==> config.mk <==
export PLATFORM = sky130hd
export DESIGN_NAME = pdw_gen
export DESIGN_NICKNAME = d
export VERILOG_FILES = /design/src/rtl/pdw_pkg.sv /design/src/rtl/pdw_regs.sv /design/src/rtl/pdw_timer.sv /design/src/rtl/pdw_chan.sv /design/src/rtl/pdw_gen.sv
export SDC_FILE = /design/constraint.sdc
export NUM_CORES = 1
export LEC_CHECK = 0
export ABC_AREA = 1
export BUFFER_PORTS_ARGS = -buffer_cell sky130_fd_sc_hd__buf_2
export CAP_MARGIN = 10
export CORE_UTILIZATION = 30
export DETAILED_ROUTE_END_ITERATION = 8
export GPL_TIMING_DRIVEN = 0
export SYNTH_ARGS = -nofsm -noshare
export SYNTH_HDL_FRONTEND = slang
export SYNTH_SLANG_ARGS = --single-unit
==> constraint.sdc <==
create_clock -name clk -period 1.9 [get_ports clk]
set_input_delay 0.57 -clock clk [delete_from_list [all_inputs] [get_ports clk]]
set_output_delay 0.57 -clock clk [all_outputs]
set_load 0.01 [all_outputs]
==> src/rtl/pdw_pkg.sv <==
`timescale 1ns/1ps
package pdw_pkg;

  typedef enum logic [1:0] {
    MODE_FREE = 2'd0,
    MODE_CMP0 = 2'd1,
    MODE_PREG = 2'd2
  } tmode_e;

  localparam int A_CTRL = 0;
  localparam int A_PER  = 1;
  localparam int A_LVL  = 2;
  localparam int A_FCLR = 3;
  localparam int A_CMP  = 8;
  localparam int INV_LSB = 8;

  function automatic tmode_e pick_mode(input logic [2:0] sel);
    case (sel)
      3'b001:  return MODE_CMP0;
      3'b010:  return MODE_PREG;
      default: return MODE_FREE;
    endcase
  endfunction

endpackage

==> src/rtl/pdw_regs.sv <==
`timescale 1ns/1ps
module pdw_regs
  import pdw_pkg::*;
#(
  parameter int NCH = 8,
  parameter int TW  = 16,
  parameter int AW  = 4
) (
  input  logic                    clk,
  input  logic                    rst,
  input  logic                    we,
  input  logic [AW-1:0]           addr,
  input  logic [TW-1:0]           wdata,
  output logic                    en,
  output logic [2:0]              rsel,
  output logic [TW-1:0]           per,
  output logic [NCH-1:0]          lvl,
  output logic [NCH-1:0]          inv,
  output logic [NCH-1:0][TW-1:0]  cmp,
  output logic                    clr,
  output logic [NCH-1:0]          keep
);

  always_ff @(posedge clk) begin
    if (rst) begin
      en   <= 1'b0;
      rsel <= '0;
      per  <= '0;
      lvl  <= '0;
      inv  <= '0;
      cmp  <= '0;
    end else if (we) begin
      if (addr == AW'(A_CTRL)) begin
        en   <= wdata[0];
        rsel <= wdata[3:1];
      end
      if (addr == AW'(A_PER)) per <= wdata;
      if (addr == AW'(A_LVL)) begin
        lvl <= wdata[NCH-1:0];
        inv <= wdata[INV_LSB +: NCH];
      end
      for (int j = 0; j < NCH; j++) begin
        if (addr == AW'(A_CMP + j)) cmp[j] <= wdata;
      end
    end
  end

  assign clr  = we && (addr == AW'(A_FCLR));
  assign keep = wdata[NCH-1:0];

endmodule

==> src/rtl/pdw_timer.sv <==
`timescale 1ns/1ps
module pdw_timer
  import pdw_pkg::*;
#(
  parameter int TW = 16
) (
  input  logic          clk,
  input  logic          rst,
  input  logic          en,
  input  tmode_e        mode,
  input  logic [TW-1:0] top_val,
  output logic [TW-1:0] cnt,
  output logic          hold,
  output logic          live
);

  logic at_top;

  assign at_top = (mode != MODE_FREE) && (cnt == top_val);
  assign live   = en && !hold;

  always_ff @(posedge clk) begin
    if (rst || !en) begin
      cnt  <= '0;
      hold <= 1'b0;
    end else if (hold) begin
      cnt  <= '0;
      hold <= 1'b0;
    end else if (at_top) begin
      hold <= 1'b1;
    end else begin
      cnt <= cnt + 1'b1;
    end
  end

endmodule

==> src/rtl/pdw_chan.sv <==
`timescale 1ns/1ps
module pdw_chan #(
  parameter int TW = 16
) (
  input  logic          clk,
  input  logic          rst,
  input  logic          en,
  input  logic          live,
  input  logic          freeze,
  input  logic [TW-1:0] cnt,
  input  logic [TW-1:0] cmp,
  input  logic          lvl,
  input  logic          inv,
  input  logic          clr,
  input  logic          keep,
  output logic          wave,
  output logic          flag,
  output logic          hit
);

  logic st, st_nxt;

  assign hit = live && (cnt == cmp);

  always_comb begin
    if (!en || freeze) st_nxt = lvl;
    else if (hit)      st_nxt = ~st;
    else               st_nxt = st;
  end

  always_ff @(posedge clk) begin
    if (rst) begin
      st   <= 1'b0;
      wave <= 1'b0;
      flag <= 1'b0;
    end else begin
      st   <= st_nxt;
      wave <= st_nxt ^ inv;
      if (hit)              flag <= 1'b1;
      else if (clr && !keep) flag <= 1'b0;
    end
  end

endmodule

==> src/rtl/pdw_gen.sv <==
`timescale 1ns/1ps
module pdw_gen
  import pdw_pkg::*;
#(
  parameter int NCH = 8,
  parameter int TW  = 16,
  parameter int AW  = 4
) (
  input  logic           clk,
  input  logic           rst,
  input  logic           we_i,
  input  logic [AW-1:0]  addr_i,
  input  logic [TW-1:0]  wdata_i,
  output logic [NCH-1:0] wave_o,
  output logic [NCH-1:0] flag_o
);

  logic                   en_q;
  logic [2:0]             rsel_q;
  logic [TW-1:0]          per_q;
  logic [NCH-1:0]         lvl_q, inv_q;
  logic [NCH-1:0][TW-1:0] cmp_q;
  logic                   clr_w;
  logic [NCH-1:0]         keep_w;
  tmode_e                 mode;
  logic [TW-1:0]          top_val;
  logic [TW-1:0]          cnt_q;
  logic                   hold_q, live_w;
  logic [NCH-1:0]         hit_v;

  pdw_regs #(.NCH(NCH), .TW(TW), .AW(AW)) u_regs (
    .clk(clk), .rst(rst), .we(we_i), .addr(addr_i), .wdata(wdata_i),
    .en(en_q), .rsel(rsel_q), .per(per_q), .lvl(lvl_q), .inv(inv_q),
    .cmp(cmp_q), .clr(clr_w), .keep(keep_w)
  );

  assign mode    = pick_mode(rsel_q);
  assign top_val = (mode == MODE_CMP0) ? cmp_q[0] : per_q;

  pdw_timer #(.TW(TW)) u_timer (
    .clk(clk), .rst(rst), .en(en_q), .mode(mode), .top_val(top_val),
    .cnt(cnt_q), .hold(hold_q), .live(live_w)
  );

  for (genvar j = 0; j < NCH; j++) begin : g_ch
    pdw_chan #(.TW(TW)) u_ch (
      .clk(clk), .rst(rst), .en(en_q), .live(live_w),
      .freeze((j == 0) && (mode == MODE_CMP0)),
      .cnt(cnt_q), .cmp(cmp_q[j]), .lvl(lvl_q[j]), .inv(inv_q[j]),
      .clr(clr_w), .keep(keep_w[j]),
      .wave(wave_o[j]), .flag(flag_o[j]), .hit(hit_v[j])
    );
  end

endmodule

Yosys cells after proc, flatten, opt, wreduce, memory -nomap -nowiden
Index checks and enable logic that the tools add are counted.
{ "word_totals": {"regBits": 205, "inputBits": 23, "out_inout_bits": 16, "elab_cells": 167} }
{ "op_classes": {"addsub": 1, "n_eq_ne": 23, "n_mux": 35, "bitwise": 16, "n_reduce_logical": 53} }
{ "op_table": {"columns": ["operator", "count"], "rows": [
  ["16-bit equality test", 9],
  ["1-bit 2-to-1 mux", 33],
  ["4-bit equality test (second input constant)", 8],
  ["2-bit AND reduction", 11],
  ["1-bit logical AND", 19],
  ["2-bit nonzero test", 9],
  ["16-bit by 1-bit adder with 16-bit output (second input constant)", 1],
  ["16-bit 2-to-1 mux", 1],
  ["1-bit logical NOT", 10],
  ["4-bit by 2-bit equality test with 1-bit output (second input constant)", 2],
  ["1-bit inverter", 8],
  ["1-bit XOR", 8],
  ["4-bit by 1-bit equality test with 1-bit output (second input constant)", 1],
  ["4-bit logical NOT", 1],
  ["2-bit case mux with 2 select lines", 1],
  ["3-bit by 1-bit equality test with 1-bit output (second input constant)", 1],
  ["3-bit by 2-bit equality test with 1-bit output (second input constant)", 1],
  ["2-bit by 1-bit equality test with 1-bit output (second input constant)", 1],
  ["1-bit logical OR", 2],
  ["2-bit OR reduction", 1]
]} }

Logic depth before layout (Yosys ltp)
{ "depth": {"word_depth": 7, "mapped_depth": 15, "depth_no_buf": 14} }

Modules after synthesis
A second synthesis with hierarchy kept.
{ "hier_totals": {"hier_cells": 2131, "area_unflattened_um2": 12662.1} }
{ "modules_own_cells": {"columns": ["module", "n_inst", "cells_per_inst", "area_per_inst_um2", "seq_area_each_um2"], "rows": [
  ["pdw_regs", 1, 945, 6470.0, 3283.1],
  ["pdw_chan", 8, 112, 574.3, 60.1],
  ["pdw_timer", 1, 230, 1290.0, 340.3],
  ["pdw_gen", 1, 60, 307.8, 0.0]
]} }

Worst setup path after synthesis
No wires, ideal clock.
{ "synth_path": {"path_type": "in2reg", "from": "in addr_i[3]", "to": "reg u_regs.per[11]", "setup_time_ps": 116, "arrival_time_ps": 1566, "required_ps": 1784, "slack_ps": 219, "stages": 7, "path_buffers": 1, "cell_sequence": "nor2_1 nand2_1 nor2_1 clkinv_1 clkbuf_1 nor2_1 nor2_1"} }
{ "synth_between": {"elab_chain_len": 2} }
{ "synth_rtl": {"columns": ["element", "line_no", "text"], "rows": [
  ["start, declared", "pdw_gen.sv:12", "input logic [AW-1:0] addr_i,"],
  ["4-bit by 1-bit equality test with 1-bit output", "pdw_regs.sv:37", "if (addr == AW'(A_PER)) per <= wdata;"],
  ["2-bit AND reduction (no source line)", null, null],
  ["end signal, assigned", "pdw_regs.sv:37", null],
  ["end, declared", "pdw_regs.sv:16", "output logic [TW-1:0] per,"]
]} }
No other way between the ends.
A chain may end at the register's enable or synchronous reset.

Worst setup path after layout
{ "layout_path": {"from": "reg u_timer.cnt[5]", "to": "reg g_ch[5].u_ch.wave"} }
{ "layout_between": {"elab_chain_len": 5} }
{ "layout_rtl": {"columns": ["element", "line_no", "text"], "rows": [
  ["start, declared", "pdw_timer.sv:12", "output logic [TW-1:0] cnt,"],
  ["start signal, assigned", "pdw_timer.sv:32", "cnt <= cnt + 1'b1;"],
  ["16-bit equality test", "pdw_chan.sv:23", "assign hit = live && (cnt == cmp);"],
  ["1-bit logical AND", "pdw_chan.sv:23", null],
  ["1-bit 2-to-1 mux", "pdw_chan.sv:27", "else if (hit) st_nxt = ~st;"],
  ["1-bit 2-to-1 mux", "pdw_chan.sv:26", "if (!en || freeze) st_nxt = lvl;"],
  ["1-bit XOR", "pdw_chan.sv:38", "wave <= st_nxt ^ inv;"],
  ["end signal, assigned", "pdw_chan.sv:38", null],
  ["end, declared", "pdw_chan.sv:16", "output logic wave,"]
]} }
No other way between the ends.

==> metrics.yaml <==
fin_nets: 1581
violations: "setup timing"
grt_first_pass_wirelength_mm: 54.6
n_antenna_cell: 0
startpoint: "u_timer.cnt[5]"
p_int_w: 0.00736
grt_setup_unrepaired: "true"
hold_buffers: 0
synth.cell_area_sq_um: 9910
skew_ps: 17.8
hpwl_mm: 24.5
syn_inst: 1453
slew_headroom_pct: 24.8
endpoint_kind: "flop"
dr.pass1.iters: 7
tightest_slew_ps: 1130
seq_area_frac_synth_pct: 41.4
p_switching_w: 0.00247
fp.dieW_um: 184
start_util_pct: 30.5
clk_latency_ps: 530
rr_startpoint: "u_timer.cnt[5]"
switching_share_pct: 25.1
min_period_ps: 2010
cp.arrival_ps: 2440
crit_fanout: 6
combinationalPowerShare_pct: 7.6
cts.path.max_buffers: 3
final_cell_mix: "nor2_1 (270), nand2_1 (210), dfxtp_1 (195), o21ai_0 (193), inv_1 (99)"
start_kind: "flop"
maxCapViolCount: 0
grtUsageTotal_pct: 21.5
ant_nets: 0
drt-vias-per-instance: 5.13
run_status: "finished, violations left"
setup_viol: 9
die_area_sq_um: 33800
syn_avg_cell_area_sq_um: 6.82
fin_area_sq_um: 12500
synth_cell_type_count: 33
synth_top_area_share_pct: 41.4
hold_viol: 0
clkTransAtPathRegs_ps: 70
wire_per_inst_um: 18.6
cts_tree: "built"
path_class: "flop to flop"
io_pins: 39
coreArea_sq_um: 32500
yosys.area.top_type: "dfxtp_1"
vias: 10300
grt_pass1_vias: 9230
placed_area_sq_um: 10600
std_cell_rows: 66
port_buffers: 29
power_density_nw_per_um2: 789
clock-sinks: 205
seqPwrFrac_pct: 45.1
clkPwrFrac_pct: 47.3
syn2layout_area_growth_pct: 25.7
grt_overflow: 0
holdCritPathClass: "input port to flop"
cts-root-buf: "clkbuf_16"
drc: 0
antenna_found_initial: 1
dr.first_iter.drc_count: 948
synth.area.top_cells: "dfxtp_1 (41%), nor2_1 (11%), o21ai_0 (10%), nand2_1 (8.6%), a21oi_1 (5.4%)"
htreeDepth: 1
synth_seq_cells: 205
place_congestion: 0.930
synth_fp_nets: 1477
p_leak_nw: 5.19
dp_slack_ps: -600
post_route_cells_drive_above_1_share_pct: 18.8
numCtsBuffers: 22
grt_max_degree: 15
post-route-period-util_pct: 106
worst_slack_ps: -111
drv_slew: 0
crit_required_ps: 2330
drt_wl_total_mm: 37.5
die-height_um: 184
ys_warn_count: 0
hold_start: "wdata_i[5]"
mostFrequentLayoutCell: "nor2_1"
fmax_mhz: 497
peakVddDrop_uv: 773
==> synth_stat cells, drive strengths merged <==
cell type	instances
a21oi	106
nand2	227
ha	1
nor3	12
buf	49
o21ai	199
nor3b	3
nand3	69
or2	10
xor2	19
dfxtp	205
a31oi	2
inv	114
nor2	295
o22ai	8
xnor2	34
nand4	33
nor4	2
clkbuf	53
nand3b	3
clkinv	9
==> state kept, by name, indices dropped and copies added (netlist names) <==
name and flops:
g_ch.u_ch.wave 8, u_regs.inv 8, u_regs.lvl 8, u_regs.rsel 3, g_ch.u_ch.flag 8, u_regs.cmp 128
u_timer.hold 1, u_regs.per 16, u_timer.cnt 16, u_regs.en 1, g_ch.u_ch.st 8
==> metal layers <==
metal | part of all wire [%] | vias up | track usage (%) | wire length, um
met5 | 0.024 | - | 0 | 9
met4 | 4.6 | 2 | 8.60 | 1720
met3 | 10 | 108 | 3.61 | 3800
met2 | 42 | 471 | 32.5 | 15800
met1 | 43 | 4857 | 30.3 | 16200
li1 | - | 4890 | - | -
==> through the flow <==
| stage | TNS (ps) | hold slack (ps) | instances | util [%] | power (W) |
|---|---|---|---|---|---|
| after floorplan | 0 | 430 | 1453 | - | 0.00492 |
| after global placement | -80140 | 443 | 1924 | 32.6 | 0.00516 |
| after detailed placement | -82410 | 451 | 1924 | 32.6 | 0.00517 |
| after CTS | -393 | 374 | 1982 | 36.3 | 0.00979 |
| after global routing | -1130 | 402 | 2015 | 38.3 | 0.0101 |
| final | -326 | 382 | 2015 | 38.3 | 0.00983 |
==> area by class of cell <==
type | instances | area, sq um
Inverter | 123 | 502
Buffer | 99 | 683
Tap cell | 442 | 553
Sequential cell | 205 | 4130
Timing Repair Buffer | 83 | 609
Clock buffer | 30 | 631
Fill cell | 3422 | 20100
Multi-Input combinational cell | 1023 | 5210
Clock inverter | 10 | 145
==> final timing paths <==
path	to	slack [ps]	cells past startpoint
worst max-delay path	g_ch[5].u_ch.wave	-110	11
worst min-delay path	g_ch[5].u_ch.flag	380	3
worst max register to register	g_ch[5].u_ch.wave	-110	11
worst min register to register	u_regs.cmp[74]	470	2
==> power by group through the flow <==
| stage | registers, W | clock network (W) | logic [W] |
|---|---|---|---|
| 5_1_grt | 0.00444 | 0.00485 | 0.000803 |
| 3_3_place_gp | 0.00453 | 0 | 0.000636 |
| 3_5_place_dp | 0.00453 | 0 | 0.000642 |
| 4_1_cts | 0.00443 | 0.00468 | 0.000683 |
| 2_1_floorplan | 0.00452 | 0 | 0.000402 |
| 6_report | 0.00443 | 0.00465 | 0.000747 |
==> kinds of logic (layout without fill, tap and decap cells) <==
family | after synthesis | in the layout | synth area share [%]
AND/OR/NAND/NOR | 654 | 654 | 27.9
AO/OA/AOI/OAI | 315 | 315 | 16.0
flip-flops | 205 | 205 | 41.4
adder cells (fa/ha/maj) | 1 | 1 | 0.126
XOR/XNOR | 53 | 53 | 4.68
buffers and inverters | 225 | 345 | 9.86
==> critical path: stages (launching register included) <==
cell and delay [ps]:
dfxtp_4 370, clkinvlp_4 270, buf_12 250, buf_4 140
nand2_1 50, nand4_1 150, nor2_4 190, nand2_2 90
nand2_2 80, nand3_2 110, a21oi_2 180, nor2_1 50
==> what timing repair did <==
| action | CTS | global route |
|---|---|---|
| setup endpoints to repair | 93 | 124 |
| pin swaps | 21 | 53 |
| gates cloned | 0 | 2 |
| endpoints found under the hold margin | 0 | 0 |
| resized for setup | 85 | 120 |
| buffers inserted | 19 | 34 |
(Power assumes the default switching activity.)
